## src/rtl/wlseq_pkg.sv

```systemverilog
// Shared types for the word-line program order sequencer.
package wlseq_pkg;
    typedef enum logic {
        CMD_ERASE = 1'b0,
        CMD_PROG  = 1'b1
    } cmd_kind_t;

    typedef enum logic [1:0] {
        ST_IDLE,
        ST_ISSUE,
        ST_WAIT,
        ST_FIN
    } seq_state_t;
endpackage

```

## src/rtl/wlseq_order.sv

```systemverilog
// Diagonal walker: yields (word-line, step) pairs in the interleaved program
// order. Step s of word-line w lives on diagonal d = w + s; diagonals rise,
// steps rise within a diagonal, and only in-range pairs are visited.
// Assumes init_nwl is 1..2**WL_W and advance is never raised with last high.
module wlseq_order #(
    parameter int WL_W = 7
) (
    input  logic            clk,
    input  logic            rst_n,
    input  logic            init,
    input  logic [WL_W:0]   init_nwl,
    input  logic            init_three,
    input  logic            advance,
    output logic [WL_W-1:0] wl,
    output logic [1:0]      step,
    output logic            last
);
    localparam int DW = WL_W + 2;

    logic [DW-1:0] diag_q;
    logic [1:0]    stp_q;
    logic [1:0]    smax_q;
    logic [WL_W:0] nwl_q;
    logic [DW-1:0] nwl_ext;
    logic [DW-1:0] diag_nx;
    logic [DW-1:0] last_diag;
    logic [1:0]    lo_nx;
    logic [1:0]    hi_cur;

    assign nwl_ext = {1'b0, nwl_q};

    // Bounds of the step range on the current and next diagonal.
    always_comb begin
        diag_nx   = diag_q + 1'b1;
        lo_nx     = (diag_nx >= nwl_ext) ? 2'(diag_nx - nwl_ext + 1'b1) : 2'd0;
        hi_cur    = (diag_q < DW'(smax_q)) ? diag_q[1:0] : smax_q;
        last_diag = nwl_ext - 1'b1 + DW'(smax_q);
        last      = (diag_q == last_diag) && (stp_q == hi_cur);
        wl        = WL_W'(diag_q - DW'(stp_q));
        step      = stp_q;
    end

    // Position register: reset, restart on init, step on advance.
    always_ff @(posedge clk) begin
        if (!rst_n) begin
            diag_q <= '0;
            stp_q  <= '0;
            smax_q <= 2'd1;
            nwl_q  <= '0;
        end else if (init) begin
            diag_q <= '0;
            stp_q  <= '0;
            smax_q <= init_three ? 2'd2 : 2'd1;
            nwl_q  <= init_nwl;
        end else if (advance) begin
            if (stp_q < hi_cur) begin
                stp_q <= stp_q + 1'b1;
            end else begin
                diag_q <= diag_nx;
                stp_q  <= lo_nx;
            end
        end
    end
endmodule

```

## src/rtl/wlseq_timer.sv

```systemverilog
// Down-counter for the array operation time. load puts load_val in the
// counter; expired is high while the count is zero. Assumes load_val is the
// wanted duration minus one.
module wlseq_timer #(
    parameter int CW = 19
) (
    input  logic          clk,
    input  logic          rst_n,
    input  logic          load,
    input  logic [CW-1:0] load_val,
    output logic          expired
);
    logic [CW-1:0] cnt_q;

    // Count down to zero and hold there.
    always_ff @(posedge clk) begin
        if (!rst_n) begin
            cnt_q <= '0;
        end else if (load) begin
            cnt_q <= load_val;
        end else if (cnt_q != '0) begin
            cnt_q <= cnt_q - 1'b1;
        end
    end

    assign expired = (cnt_q == '0);
endmodule

```

## src/rtl/wlseq_ctrl.sv

```systemverilog
// Job control: idle, offer a command, wait out the array time, finish.
// An optional erase comes before the program stream. Assumes the walker
// reports last for the final program pair.
module wlseq_ctrl
    import wlseq_pkg::*;
(
    input  logic clk,
    input  logic rst_n,
    input  logic start,
    input  logic cfg_ok,
    input  logic erase_first,
    input  logic cmd_ready,
    input  logic flash_busy,
    input  logic timer_expired,
    input  logic order_last,
    output logic cmd_valid,
    output logic erase_phase,
    output logic order_init,
    output logic order_advance,
    output logic timer_load,
    output logic done
);
    seq_state_t state_q;
    logic       erase_q;
    logic       last_q;
    logic       accept;

    // Handshake and side-effect strobes.
    always_comb begin
        cmd_valid     = (state_q == ST_ISSUE);
        accept        = cmd_valid && cmd_ready;
        order_init    = (state_q == ST_IDLE) && start && cfg_ok;
        order_advance = accept && !erase_q && !order_last;
        timer_load    = accept;
        done          = (state_q == ST_FIN);
        erase_phase   = erase_q;
    end

    // Sequencing state.
    always_ff @(posedge clk) begin
        if (!rst_n) begin
            state_q <= ST_IDLE;
            erase_q <= 1'b0;
            last_q  <= 1'b0;
        end else begin
            case (state_q)
                ST_IDLE: if (start && cfg_ok) begin
                    state_q <= ST_ISSUE;
                    erase_q <= erase_first;
                    last_q  <= 1'b0;
                end
                ST_ISSUE: if (cmd_ready) begin
                    state_q <= ST_WAIT;
                    last_q  <= !erase_q && order_last;
                    erase_q <= 1'b0;
                end
                ST_WAIT: if (timer_expired && !flash_busy) begin
                    state_q <= last_q ? ST_FIN : ST_ISSUE;
                end
                default: state_q <= ST_IDLE;
            endcase
        end
    end
endmodule

```

## src/rtl/nand_wl_prog_seq.sv

```systemverilog
// Top of the word-line program order sequencer. It ties the job controller,
// the diagonal walker and the operation timer together. Assumes
// PROG_CYCLES and ERASE_CYCLES are at least 1 and that configuration inputs
// are steady while start is sampled.
module nand_wl_prog_seq
    import wlseq_pkg::*;
#(
    parameter int MAX_WL       = 128,
    parameter int PROG_CYCLES  = 125000,
    parameter int ERASE_CYCLES = 375000,
    localparam int WL_W        = $clog2(MAX_WL),
    localparam int LONGEST     = (ERASE_CYCLES > PROG_CYCLES) ? ERASE_CYCLES : PROG_CYCLES,
    localparam int CW          = $clog2(LONGEST + 1)
) (
    input  logic            clk,
    input  logic            rst_n,
    input  logic            start,
    input  logic [1:0]      bits_per_cell,
    input  logic [WL_W:0]   num_wordlines,
    input  logic            erase_first,
    output logic            cmd_valid,
    input  logic            cmd_ready,
    output logic            cmd_type,
    output logic [WL_W-1:0] wl_index,
    output logic [1:0]      step_index,
    input  logic            flash_busy,
    output logic            done
);
    logic            cfg_ok;
    logic            erase_phase;
    logic            order_init;
    logic            order_advance;
    logic            order_last;
    logic            timer_load;
    logic            timer_expired;
    logic [WL_W-1:0] ord_wl;
    logic [1:0]      ord_step;
    logic [CW-1:0]   load_val;

    // Legal job: at least one word-line, no more than the block holds.
    assign cfg_ok = (num_wordlines != '0) && (num_wordlines <= (WL_W+1)'(MAX_WL));

    // Operation time for the command being accepted.
    assign load_val = erase_phase ? CW'(ERASE_CYCLES - 1) : CW'(PROG_CYCLES - 1);

    // Command fields: erase targets the whole block, reported as word-line 0.
    always_comb begin
        cmd_type   = erase_phase ? CMD_ERASE : CMD_PROG;
        wl_index   = erase_phase ? '0 : ord_wl;
        step_index = erase_phase ? 2'd0 : ord_step;
    end

    wlseq_ctrl u_ctrl (
        .clk           (clk),
        .rst_n         (rst_n),
        .start         (start),
        .cfg_ok        (cfg_ok),
        .erase_first   (erase_first),
        .cmd_ready     (cmd_ready),
        .flash_busy    (flash_busy),
        .timer_expired (timer_expired),
        .order_last    (order_last),
        .cmd_valid     (cmd_valid),
        .erase_phase   (erase_phase),
        .order_init    (order_init),
        .order_advance (order_advance),
        .timer_load    (timer_load),
        .done          (done)
    );

    wlseq_order #(.WL_W(WL_W)) u_order (
        .clk        (clk),
        .rst_n      (rst_n),
        .init       (order_init),
        .init_nwl   (num_wordlines),
        .init_three (bits_per_cell == 2'd3),
        .advance    (order_advance),
        .wl         (ord_wl),
        .step       (ord_step),
        .last       (order_last)
    );

    wlseq_timer #(.CW(CW)) u_timer (
        .clk      (clk),
        .rst_n    (rst_n),
        .load     (timer_load),
        .load_val (load_val),
        .expired  (timer_expired)
    );
endmodule

```

## config.mk

```make
export PLATFORM = sky130hd
export DESIGN_NAME = nand_wl_prog_seq
export DESIGN_NICKNAME = d
export VERILOG_FILES = /design/src/rtl/wlseq_pkg.sv /design/src/rtl/wlseq_order.sv /design/src/rtl/wlseq_timer.sv /design/src/rtl/wlseq_ctrl.sv /design/src/rtl/nand_wl_prog_seq.sv
export SDC_FILE = /design/constraint.sdc
export NUM_CORES = 1
export LEC_CHECK = 0
export BUFFER_PORTS_ARGS = -buffer_cell sky130_fd_sc_hd__buf_4
export CORE_ASPECT_RATIO = 1.25
export CORE_UTILIZATION = 45
export DETAILED_ROUTE_END_ITERATION = 10
export MAX_ROUTING_LAYER = met4
export SYNTH_ARGS = -nofsm -noshare
export SYNTH_HDL_FRONTEND = slang
export SYNTH_SLANG_ARGS = --single-unit
```

## constraint.sdc

```tcl
create_clock -name clk -period 3.6 [get_ports clk]
set_input_delay 0 -clock clk [delete_from_list [all_inputs] [get_ports clk]]
set_output_delay 0 -clock clk [all_outputs]
set_load 0.01 [all_outputs]
```

==> results of run 1 <==
-- sequential cells by signal, summed over array words and instances (netlist names) --
register            cells
u_order.diag_q          9
u_ctrl.erase_phase      1
u_order.smax_q          2
u_timer.cnt_q          19
u_order.step            2
u_order.nwl_q           8
u_ctrl.last_q           1
u_ctrl.state_q          2
-- per-stage QoR --
step / instance area (µm²) / total power [mW] / util / hold slack [ns] / worst slack (ns)
after global placement: 3364 / 1.348 / 0.5093 / 0.2303 / 0.6968
after floorplan: 3090 / 1.209 / - / 0.1248 / 0.8642
after CTS: 3552 / 1.702 / 0.5377 / 0.01968 / 0.5790
after global routing: 3552 / 1.830 / 0.5377 / 0.03365 / 0.3680
after detailed placement: 3364 / 1.355 / 0.5093 / 0.2449 / 0.5981
final: 3552 / 1.686 / 0.5377 / 0.01704 / 0.5789
-- synthesized netlist by cell type (all sizes together), types with 2 or more instances --
cell type / instances
ha: 25
and3: 3
nand4: 6
xor2: 15
or3: 4
nand2: 25
fa: 2
o21a: 5
nand2b: 2
a21boi: 13
nand3: 10
nor3: 11
nand4bb: 2
buf: 5
or2: 2
clkbuf: 12
dfxtp: 44
nor2b: 14
nand3b: 3
a31oi: 2
o31ai: 8
o21ai: 15
or4: 8
nor4: 10
nand4b: 2
mux2i: 2
xnor2: 25
and2: 4
o211ai: 3
inv: 28
nor2: 38
a21oi: 25
-- metal layers --
metal,vias to the layer above,wire (µm),track usage
met4,0,78,0.07212
met2,23,3741,0.4091
met3,6,154,0.02415
met1,1267,2988,0.2312
li1,1419,-,-
met5,-,0,-
-- area by class of cell --
type	instances	area, µm²
inverters	28	105.1
fillers	648	3054
clock buffers	6	82.58
repair buffers	42	337.8
clock inverters	2	15.01
multi-input cells	297	2022
flip-flops and latches	44	880.8
well taps	87	108.9
-- what timing repair did --
item / CTS / global route
endpoints found under the setup margin: 0 / 0
endpoints found under the hold margin: 9 / 0
hold buffers: 9 / 0
buffers inserted: 0 / 0
-- layout by cell type, fill, tap and decap left out, types with 9 or more instances in the layout --
cell           count
dfxtp_1           44
nor2_1            38
buf_4             33
inv_1             28
xnor2_1           25
nand2_1           25
a21oi_1           25
ha_1              25
xor2_1            15
o21ai_0           15
nor2b_1           14
a21boi_0          12
nor3_1            11
nand3_1           10
nor4_1             9
dlygate4sd3_1      9
-- final timing paths --
kind,slack [ns],to
min,0.02,u_order.smax_q[0]$_SDFFE_PN1P_
max,0.58,u_order.diag_q[4]$_SDFFE_PP0P_
max reg2reg,0.58,u_order.diag_q[4]$_SDFFE_PP0P_
min reg2reg,0.48,u_timer.cnt_q[3]$_SDFFE_PN0P_
-- logic make-up (layout without fill, tap and decap cells) --
family	count (synthesis)	count (layout)	share of synthesized area
flip-flops	44	44	0.2850
AND/OR/NAND/NOR	146	146	0.2498
buffers and inverters	45	78	0.06073
adder cells (fa/ha/maj)	27	27	0.1142
AO/OA/AOI/OAI	82	82	0.1705
XOR/XNOR	40	40	0.1134
multiplexers	2	2	0.006478
-- where the power goes --
part | internal, mW | leakage (nW) | switching (mW)
combinational | 0.324 | 1.01 | 0.370
sequential | 0.578 | 0.359 | 0.0793
clock | 0.156 | 0.0434 | 0.179
total | 1.06 | 1.41 | 0.629
==> impl_results.md, run 1 <==
* Result of the run: finished, final reports clean
* Flip-flop and latch count after synthesis at 44
* Die height at 94.66 µm
* # resized after CTS at 0
* Power per cell area at approximately 470 nW/µm²
* Worst path depth at 12
* Total clock buffers created by CTS at 5
* Total number of yosys warnings at 0
* Number of cells traversed by the worst register-to-register path at 12
* Startpoint Class: flop
* Routability congestion estimate from global placement at 0.8067
* Starting density of the core at 0.4678
* Clk root buf: clkbuf_8
* Num ports at 28
* Number of nets in the synthesized netlist at 429
* Post-DRT Antenna Nets at 0
* Post-Route WL at 6962 µm
* Number of global-route vias before repair at roughly 2600
* Clock Path Buffers at 2
* Violation count after the first detailed-routing iteration at 84
* Setup repair after global routing missed its margin: no
* Cell row count at 33
* Initial antenna violation count at 0
* Count of placed standard cells including taps at approximately 490
* Mapped cell area at 3090 µm²
* Final Skew at 0.006598 ns
* Routed vias at between 2000 and 3000
* Worst Path Buf+Inv at 1
* Sort of element at the end of the critical path: flop
* Synth area leader: dfxtp_1
* Synthesized area per cell at about 8.0 µm²
* Area of the core region at 6606 µm²
* Max cap viols at 0
* Clock sink count at 44
* Leading register cell type out of synthesis: dfxtp_1
* Category of the critical setup timing path: reg -> reg
* Port-buffer cells at 27
* Global routing usage summed across all routing layers at 0.2144
* Detail-routed via count per cell at 5.366
* Clock network latency to the later pin of the worst-skew pair at 0.30 ns
* Die Footprint at 7205 µm²
* Peak supply drop at 439.3 µV
* Endpoints failing hold at 0
* Htree depth at 2
* Arr. time, crit path at 3.26 ns
* Hold Crit Start: rst_n
* Number of nets in the layout at 461
* Maximum achievable frequency at 331.0 MHz
* Cell depth of the worst hold path at 2
* Post-synthesis cell count at about 390
* CTS tree: built
* Overall die width at 76.12 µm
* Proportion of synthesized flip-flops having asynchronous set or reset at 0
* Proportion of layout cells with a drive suffix above 1 at 0.1122
* Max stage delay cell, worst path: dfxtp_1
* FF-to-FF Start: u_order.diag_q[1]$_SDFFE_PP0P_
* CP Cell Sequence: ha_1, o21ai_0, and3_1, mux2i_1, ha_1, and3_1, nand4_1, nand4bb_1, nor4_2, buf_4, or4_1, a21oi_1
* Number of setup violations in the final report at 0
* Peak fanout along the critical path at 23
* Fraction of the cycle the final worst path needs at 0.8392
* Leading post-synthesis cells by cell area: dfxtp_1, ha_1, xnor2_1
* Final instance count without filler cells at 506
* Distinct cell type count of the synthesized netlist at between 40 and 50
* Post-synth top area share at 0.2850
* Maximum single-stage delay on the critical path at 0.55 ns
* Final Slew Violations at 0
* Sequential cell area fraction in the yosys report at 0.2850
* Worst-path clk slew at 0.09 ns
* Maximum number of pins on one net before global-route repair at 31
* Remaining global-route overflow at 0
* Tightest Hold Check Type: in -> reg
* Slew HR at 0.5152
* First-pass iteration count of the detailed router at 4
* Actual transition at the worst max-transition pin at around 0.73 ns
* Post-Route Setup TNS at 0 ns
* Time the final worst path needs with I/O delays and setup at 3.021 ns
* Worst setup path startpoint: u_order.diag_q[1]$_SDFFE_PP0P_
* Number of synthesized flops with an enable pin at 0
* Data required, critical path at approximately 3.8 ns
* Antenna Cells at 0
* DRC viols at 0
* Wire length of the first global-routing pass at 12070 µm
* Gate family responsible for the most delay along the worst path: simple AND/OR/NAND/NOR gates
* Detailed Place HPWL at 5296 µm
* Leakage power at between 1 and 1.5 nW
* Area Overhead vs Synth at 14.94%
* Detailed-route wire length per cell at 13.76 µm
Power figures use the tool's default switching activity.
==> run 2: changes to the inputs <==
--- a/config.mk
+++ b/config.mk
@@ -5,6 +5,7 @@
 export SDC_FILE = /design/constraint.sdc
 export NUM_CORES = 1
 export LEC_CHECK = 0
+export ABC_AREA = 1
 export BUFFER_PORTS_ARGS = -buffer_cell sky130_fd_sc_hd__buf_4
 export CORE_ASPECT_RATIO = 1.25
 export CORE_UTILIZATION = 45
==> constraint.sdc (replaced) <==
create_clock -name clk -period 2.8 [get_ports clk]
set_input_delay 0 -clock clk [delete_from_list [all_inputs] [get_ports clk]]
set_output_delay 0 -clock clk [all_outputs]
set_load 0.01 [all_outputs]
==> run 2 against run 1 <==
Cell count is 29% higher. Hold slack got worse by 0.0096 ns. Flip-flop and latch count is the same. Worst setup slack got worse by 0.42 ns. Register-to-register slack worse by 0.42 ns. Count of clock-buffer cells in the layout unchanged. Area after synthesis is 9.2% higher. Wire length grew 28%. Cell area rose by 13%. Critical path depth up 8. Fmax increased by 15%. Combinational power grew 120%.
==> impl_results.md, run 2 <==
* Result of the run: finished, final reports clean
* Startpoint Class: flop
* Routed vias at 3388
* Setup repair after global routing missed its margin: yes
* First-pass iteration count of the detailed router at 4
* Xor/xnor cell area share of the yosys netlist at 0.03632
* Commonest non-fill, non-tap cell in the layout: nand2_1
* Post-synth top area share at 0.2609
* Post-synthesis cell count at 519
* Global routing usage summed across all routing layers at 0.2467
* Design Power at 2.909 mW
* Maximum number of pins on one net before global-route repair at 22
* Category of the critical setup timing path: reg -> reg
* Max FFs per register at 19
* Most utilized layer in the global route result: met2
* Reg2reg setup slack at approximately 0.16 ns
* Adder and majority cell fraction of the synthesized area at 0.1045
* Antenna Cells at 0
* Distinct cell type count of the synthesized netlist at 40
* Number of nets in the synthesized netlist at 562
* Area Overhead vs Synth at 18.38%
* Peak supply drop at 499.1 µV
* Largest register by flop count: u_timer.cnt_q
* Worst-path clk slew at 0.10 ns
* Setup Slack @ Placement at 0.1220 ns
* Clock Path Buffers at 2
* Starting density of the core at 0.4752
* Routing usage on met3 at 0.02315
* Total clock buffers created by CTS at 5
* Leading register cell type out of synthesis: dfxtp_1
* Leading post-synthesis cells by instance count: nand2_1, inv_1, nor2_1
* Final Skew at 0.01366 ns
* Reg2Reg Capture Point: u_order.diag_q[4]$_SDFFE_PP0P_
* Post-Route WL at 8935 µm
* Number of cells traversed by the worst register-to-register path at 20
* Data required, critical path at 3.01 ns
* Final Slew Violations at 0
* Time the final worst path needs with I/O delays and setup at roughly 2.6 ns
* Clock network latency to the later pin of the worst-skew pair at 0.30 ns
* Largest registers: u_timer.cnt_q: 19 flops, u_order.diag_q: 9 flops, u_order.nwl_q: 8 flops
* Sequential cell area fraction in the yosys report at 0.2609
* Die height at between 90 and 100 µm
* Combined flip-flop and latch cell area at between 800 and 900 µm²
* Synthesized area per cell at between 6 and 7 µm²
* Met2 track demand over resource in global routing at 0.4615
* Hold endpoint: u_order.nwl_q[4]$_SDFFE_PN0P_
* Met1 demand-to-capacity share in global routing at 0.2638
* Routability congestion estimate from global placement at between 0.9 and 1
* Most numerous cell in the Yosys netlist: nand2_1
* Proportion of synthesized flip-flops having asynchronous set or reset at 0
* Maximum achievable frequency at 379.1 MHz
* Arr. time, crit path at 2.85 ns
* Num ports at 28
* Multi-input gate area at 2178 µm²
* Proportion of layout cells with a drive suffix above 1 at 0.1833
* Detailed Place HPWL at 7103 µm
* Slew HR at 0.6435
* Overall die width at about 79 µm
* Mux contribution to synthesized area at 0
* Clk root buf: clkbuf_8
* Flip-flop and latch count after synthesis at 44
* Wire length of the first global-routing pass at about 15000 µm
* Cell depth of the worst hold path at 3
* Fraction of the cycle the final worst path needs at 0.9421
* Synthesized-area fraction occupied by ao, oa, aoi and oai cells at 0.1197
* DRC viols at 0
* Remaining global-route overflow at 0
* Largest family of logic cells by synthesized area: simple AND/OR/NAND/NOR gates
* Power per cell area at 727.8 nW/µm²
* Number of setup violations in the final report at 0
* Die Footprint at just under 8000 µm²
* Mapped cell area at 3376 µm²
* Number of global-route vias before repair at 3170
* Sort of element at the end of the critical path: flop
* Fill cell count at 707
* Cell row count at 34
* Number of nets in the layout at roughly 600
* Port-buffer cells at 27
* Endpoints failing hold at 0
* Peak fanout along the critical path at 8
* Violation count after the first detailed-routing iteration at between 150 and 200
* Actual transition at the worst max-transition pin at 0.5314 ns
* Synth area leader: dfxtp_1
* Leakage power at ~2.0 nW
* Final setup slack of the worst path at 0.1621 ns
* Htree depth at 2
* Total number of yosys warnings at 0
* FF-to-FF Start: u_order.smax_q[1]$_SDFFE_PN0P_
* Final instance count without filler cells at roughly 650
* Count of placed standard cells including taps at approximately 640
* Detail-routed via count per cell at 5.196
* CTS tree: built
* Leading post-synthesis cells by cell area: dfxtp_1, nand2_1, inv_1
* Initial antenna violation count at 0
* Area of the core region at 7104 µm²
* Share of the core filled with cells at 0.5625
* Hold Crit Start: num_wordlines[4]
* Worst hold slack after final layout at 0.007465 ns
* Clock sink count at 44
* Number of synthesized flops with an enable pin at 0
* Max cap viols at 0
* Top library cells by usage in the layout, fill and taps aside: nand2_1, inv_1, nor2_1
* Post-DRT Antenna Nets at 0
* Tightest Hold Check Type: in -> reg
* Detailed-route wire length per cell at about 14 µm
* Share of synthesized cell area in and, or, nand and nor gates at 0.3525
[run 2: cell count changes after synthesis, sizes merged, moves of 5 or more]
cell / delta
nand2: +78
o21a: -5
clkbuf: -8
a21oi: +7
nand3: +27
or4: -8
inv: +64
xor2: -5
xnor2: -21
o21ai: +13
a21boi: -13
nor2b: -14
nor2: +39
o31ai: -8
[run 2: kinds of logic (layout without fill, tap and decap cells)]
family	after synthesis	in the layout
xor+xnor	14	14
fa+ha+maj	27	27
flops	44	44
compound gates	74	74
buf+inv	104	146
simple gates	256	257
[run 2: cell type report]
cell class	count	area share
Clock inverter	2	0.009706
Tap cell	90	0.02818
Sequential cell	44	0.2220
Clock buffer	6	0.02066
Timing Repair Buffer	45	0.08579
Inverter	93	0.08860
Multi-Input combinational cell	372	0.5451
[run 2: what timing repair did]
item                       in CTS  in global routing
hold buffers                    2                  0
gates resized for setup         0                 33
buffers inserted                0                  5
hold endpoints to repair        2                  0
setup endpoints to repair       0                 12
[run 2: worst max-delay path by stage]
stage	slack (ns)	startpoint	depth (start not counted)	end
finish	0.16	u_order.smax_q[1]$_SDFFE_PN0P_	20	u_order.diag_q[4]$_SDFFE_PP0P_
global placement	0.14	u_order.nwl_q[1]$_SDFFE_PN0P_	20	u_order.diag_q[2]$_SDFFE_PP0P_
detailed placement	0.12	u_order.nwl_q[1]$_SDFFE_PN0P_	19	u_order.diag_q[8]$_SDFFE_PP0P_
global route	-0.06	u_order.smax_q[1]$_SDFFE_PN0P_	20	u_order.diag_q[4]$_SDFFE_PP0P_
CTS	0.12	u_order.nwl_q[1]$_SDFFE_PN0P_	20	u_order.diag_q[8]$_SDFFE_PP0P_
floorplan	0.30	u_order.nwl_q[1]$_SDFFE_PN0P_	20	u_order.diag_q[6]$_SDFFE_PP0P_
[run 2: per-layer routing]
| layer | routed length [µm] | part of all wire |
|---|---|---|
| met1 | 3559 | 0.40 |
| met2 | 4904 | 0.55 |
| met3 | 220 | 0.025 |
| met4 | 250 | 0.028 |
| met5 | 0 | 0 |
[run 2: report_power, final]
part           leakage, nW  switching, mW  internal [mW]
Combinational         1.57          0.947          0.560
Sequential           0.361          0.122          0.755
Clock               0.0614          0.232          0.292
[run 2: worst max-delay path, stage by stage (launching register included)]
cell and delay [ns]:
dfxtp_2 0.35, inv_4 0.05, ha_4 0.16, nor4_4 0.24, nand3_2 0.15, nand2_1 0.10
o21ai_1 0.07, ha_1 0.30, nand2_1 0.05, inv_1 0.04, nand2_1 0.04, nor2_1 0.10
nand3_1 0.08, nor2_1 0.09, nand2_1 0.09, nor2_4 0.15, nand3_4 0.16, nand3_4 0.16
nand2_2 0.08, nand2_2 0.06, nor2_1 0.04
[run 2: through the flow]
stage / area, µm² / TNS (ns)
2_1_floorplan: 3376 / 0
3_3_place_gp: 3700 / 0
3_5_place_dp: 3700 / 0
4_1_cts: 3841 / 0
5_1_grt: 3996 / -0.4468
6_report: 3996 / 0
==> run 3: changes to the inputs <==
--- a/config.mk
+++ b/config.mk
@@ -6,11 +6,12 @@
 export NUM_CORES = 1
 export LEC_CHECK = 0
 export ABC_AREA = 1
-export BUFFER_PORTS_ARGS = -buffer_cell sky130_fd_sc_hd__buf_4
 export CORE_ASPECT_RATIO = 1.25
 export CORE_UTILIZATION = 45
 export DETAILED_ROUTE_END_ITERATION = 10
+export DONT_BUFFER_PORTS = 1
 export MAX_ROUTING_LAYER = met4
+export PLACE_DENSITY = 0.72
 export SYNTH_ARGS = -nofsm -noshare
 export SYNTH_HDL_FRONTEND = slang
 export SYNTH_SLANG_ARGS = --single-unit
==> run 3 against run 2 <==
Sequential share of layout area grew 0.78 points. Clock power shrank 18%. Critical endpoint is now u_order.diag_q[1]$_SDFFE_PP0P_. Clock skew shrank 0.0041 ns. Register-to-register slack is essentially flat. Count of clock-buffer cells in the layout grew 1. Fmax shrank 0.47%. Cell count shrank 2.8%. Flip-flop and latch count is the same. Total power shrank 5.3%. Die area is the same.
==> impl_results.md, run 3 (synthesis gave the netlist of run 2 again) <==
* Maximum achievable frequency at between 300 and 400 MHz
* Final instance count without filler cells at between 600 and 700
* Area of the core region at 7104 µm²
* Actual transition at the worst max-transition pin at 0.5072 ns
* Peak supply drop at about 560 µV
* FF-to-FF Start: u_order.smax_q[1]$_SDFFE_PN0P_
* Worst-path clk slew at 0.08 ns
* First-pass iteration count of the detailed router at 5
* Max FFs per register at 19
* P_int at 1.501 mW
* Worst path depth at 18
* Final setup slack of the worst path at 0.1496 ns
* Maximum number of pins on one net before global-route repair at 22
* Worst Path Buf+Inv at 5
* Htree depth at 2
* Endpoints failing hold at 0
* Arr. time, crit path at 2.83 ns
* Met3 wire length at 231 µm
* Post-DRT Antenna Nets at 0
* CP Cell Sequence: inv_4, ha_4, inv_2, ha_2, inv_1, fa_2, inv_1, nand2_2, nand2_1, nor2_1, nand3_1, nor2_1, nand2_1, nor2_4, nand3_4, buf_6, nand4_1, a21oi_1
* Port-buffer cells at 0
* Num ports at 28
* Switching fraction of total power at 0.4548
* Max stage delay cell, worst path: fa_2
* Combinational power share at 0.526
* Detailed-route wire length per cell at 13.56 µm
* Slew HR at 0.6598
* Die height at ~100 µm
* Share of the core filled with cells at 0.5403
* Setup repair after global routing missed its margin: yes
* Relative contribution of the clock network to total power at 0.157
* Relative contribution of sequential cells to total power at 0.318
* CTS tree: built
* Clock Path Buffers at 2
* Final Skew at about 0.0096 ns
* Detailed Place HPWL at ~6700 µm
* Startpoint Class: flop
* Largest register by flop count: u_timer.cnt_q
* Power spent charging and discharging nets at between 1 and 1.5 mW
* Remaining global-route overflow at 0
* Largest registers: u_timer.cnt_q: 19 flops, u_order.diag_q: 9 flops, u_order.nwl_q: 8 flops
* Category of the critical setup timing path: reg -> reg
* Commonest non-fill, non-tap cell in the layout: nand2_1
* Number of global-route vias before repair at 3268
* Number of cells traversed by the worst register-to-register path at 18
* Antenna Cells at 0
* Cell row count at 34
* Count of placed standard cells including taps at 609
* Number of nets in the layout at 587
* Gate family responsible for the most delay along the worst path: adder cells
* Peak fanout along the critical path at 8
* Worst setup path startpoint: u_order.smax_q[1]$_SDFFE_PN0P_
* Time the final worst path needs with I/O delays and setup at 2.650 ns
* Clock sink count at 44
* Proportion of layout cells with a drive suffix above 1 at 0.1048
* DR top layer: met4
* Total clock buffers created by CTS at 5
* Post-Route WL at about 8600 µm
* Detail-routed via count per cell at 5.338
* Leakage power at about 1.9 nW
* Reg2Reg Capture Point: u_order.diag_q[1]$_SDFFE_PP0P_
* Die Footprint at 7854 µm²
* Result of the run: finished, final reports clean
* DRC viols at 0
* Routed met2 length at 4658 µm
* Sort of element at the end of the critical path: flop
* Violation count after the first detailed-routing iteration at 126
* Setup Slack @ Placement at 0.1209 ns
* Sum of routed wire segments on met1 at approximately 3500 µm
* Area Overhead vs Synth at 13.71%
* Reg2reg setup slack at 0.15 ns
* Capture point of the critical path: u_order.diag_q[1]$_SDFFE_PP0P_
* Power per cell area at 717.4 nW/µm²
* Maximum single-stage delay on the critical path at 0.52 ns
* Top library cells by usage in the layout, fill and taps aside: nand2_1, inv_1, nor2_1
* Fraction of the cycle the final worst path needs at 0.9466
* Clock network latency to the later pin of the worst-skew pair at ~0.3 ns
* Routability congestion estimate from global placement at between 0.9 and 1
* Overall die width at 79.47 µm
* Data required, critical path at 2.98 ns
* Max cap viols at 0
* Post-Route Setup TNS at 0 ns
* Routed vias at 3384
* Tightest Hold Check Type: in -> reg
* Final Slew Violations at 0
* Wire length of the first global-routing pass at 14240 µm
* Global routing usage summed across all routing layers at 0.2351
* Number of setup violations in the final report at 0
* Starting density of the core at 0.4752
* Initial antenna violation count at 0
* Clk root buf: clkbuf_8
==> run 3: cell count changes in the layout (fill, tap and decap cells not counted), moves of 4 or more <==
cell,before,now
nand2_1,91,97
buf_4,43,11
dfxtp_2,5,1
dlygate4sd3_1,2,16
dfxtp_1,39,43
nand2_2,12,6
==> run 3: metal layers <==
layer,track usage,vias up
li1,-,1728
met5,-,-
met1,0.2429,1562
met2,0.4320,71
met3,0.02778,23
met4,0.1105,0
==> run 3: power by group through the flow <==
stage | clock [mW] | combinational [mW] | sequential (mW)
after floorplan | 0 | 1.12 | 0.847
final | 0.431 | 1.45 | 0.875
after detailed placement | 0 | 1.37 | 0.882
after CTS | 0.441 | 1.40 | 0.869
after global routing | 0.466 | 1.66 | 0.891
after global placement | 0 | 1.34 | 0.882
==> run 3: per-stage QoR <==
step           cell area (µm²)  hold slack [ns]  total power [mW]
5_1_grt                   3839          0.02842             3.014
2_1_floorplan             3376           0.1472             1.966
4_1_cts                   3754          0.02987             2.709
6_report                  3839          0.02734             2.754
3_5_place_dp              3497           0.1525             2.251
3_3_place_gp              3497           0.1490             2.220
==> run 3: repair_timing <==
item	CTS	global route
endpoints found under the setup margin	0	12
hold endpoints to repair	16	0
gates resized for setup	0	19
hold buffers	16	0
setup buffers	0	1
==> run 3: worst min-delay path by stage <==
stage / endpoint / start / cells after the start / slack, ns
after floorplan: u_ctrl.erase_phase$_SDFFE_PN0P_ / erase_first / 2 / 0.15
after global placement: u_order.nwl_q[0]$_SDFFE_PN0P_ / rst_n / 2 / 0.15
after global routing: u_order.diag_q[0]$_SDFFE_PP0P_ / rst_n / 2 / 0.03
final: u_order.diag_q[5]$_SDFFE_PP0P_ / rst_n / 2 / 0.03
after CTS: u_order.diag_q[5]$_SDFFE_PP0P_ / rst_n / 2 / 0.03
after detailed placement: u_order.nwl_q[0]$_SDFFE_PN0P_ / rst_n / 2 / 0.15
==> run 3: area by class of cell <==
type	count	area [µm²]
fill	679	3266
multi-input combinational	372	2140
sequential	44	882.1
inverter	93	354.1
timing repair buffer	28	254.0
tap	90	112.6
clock buffer	7	96.34
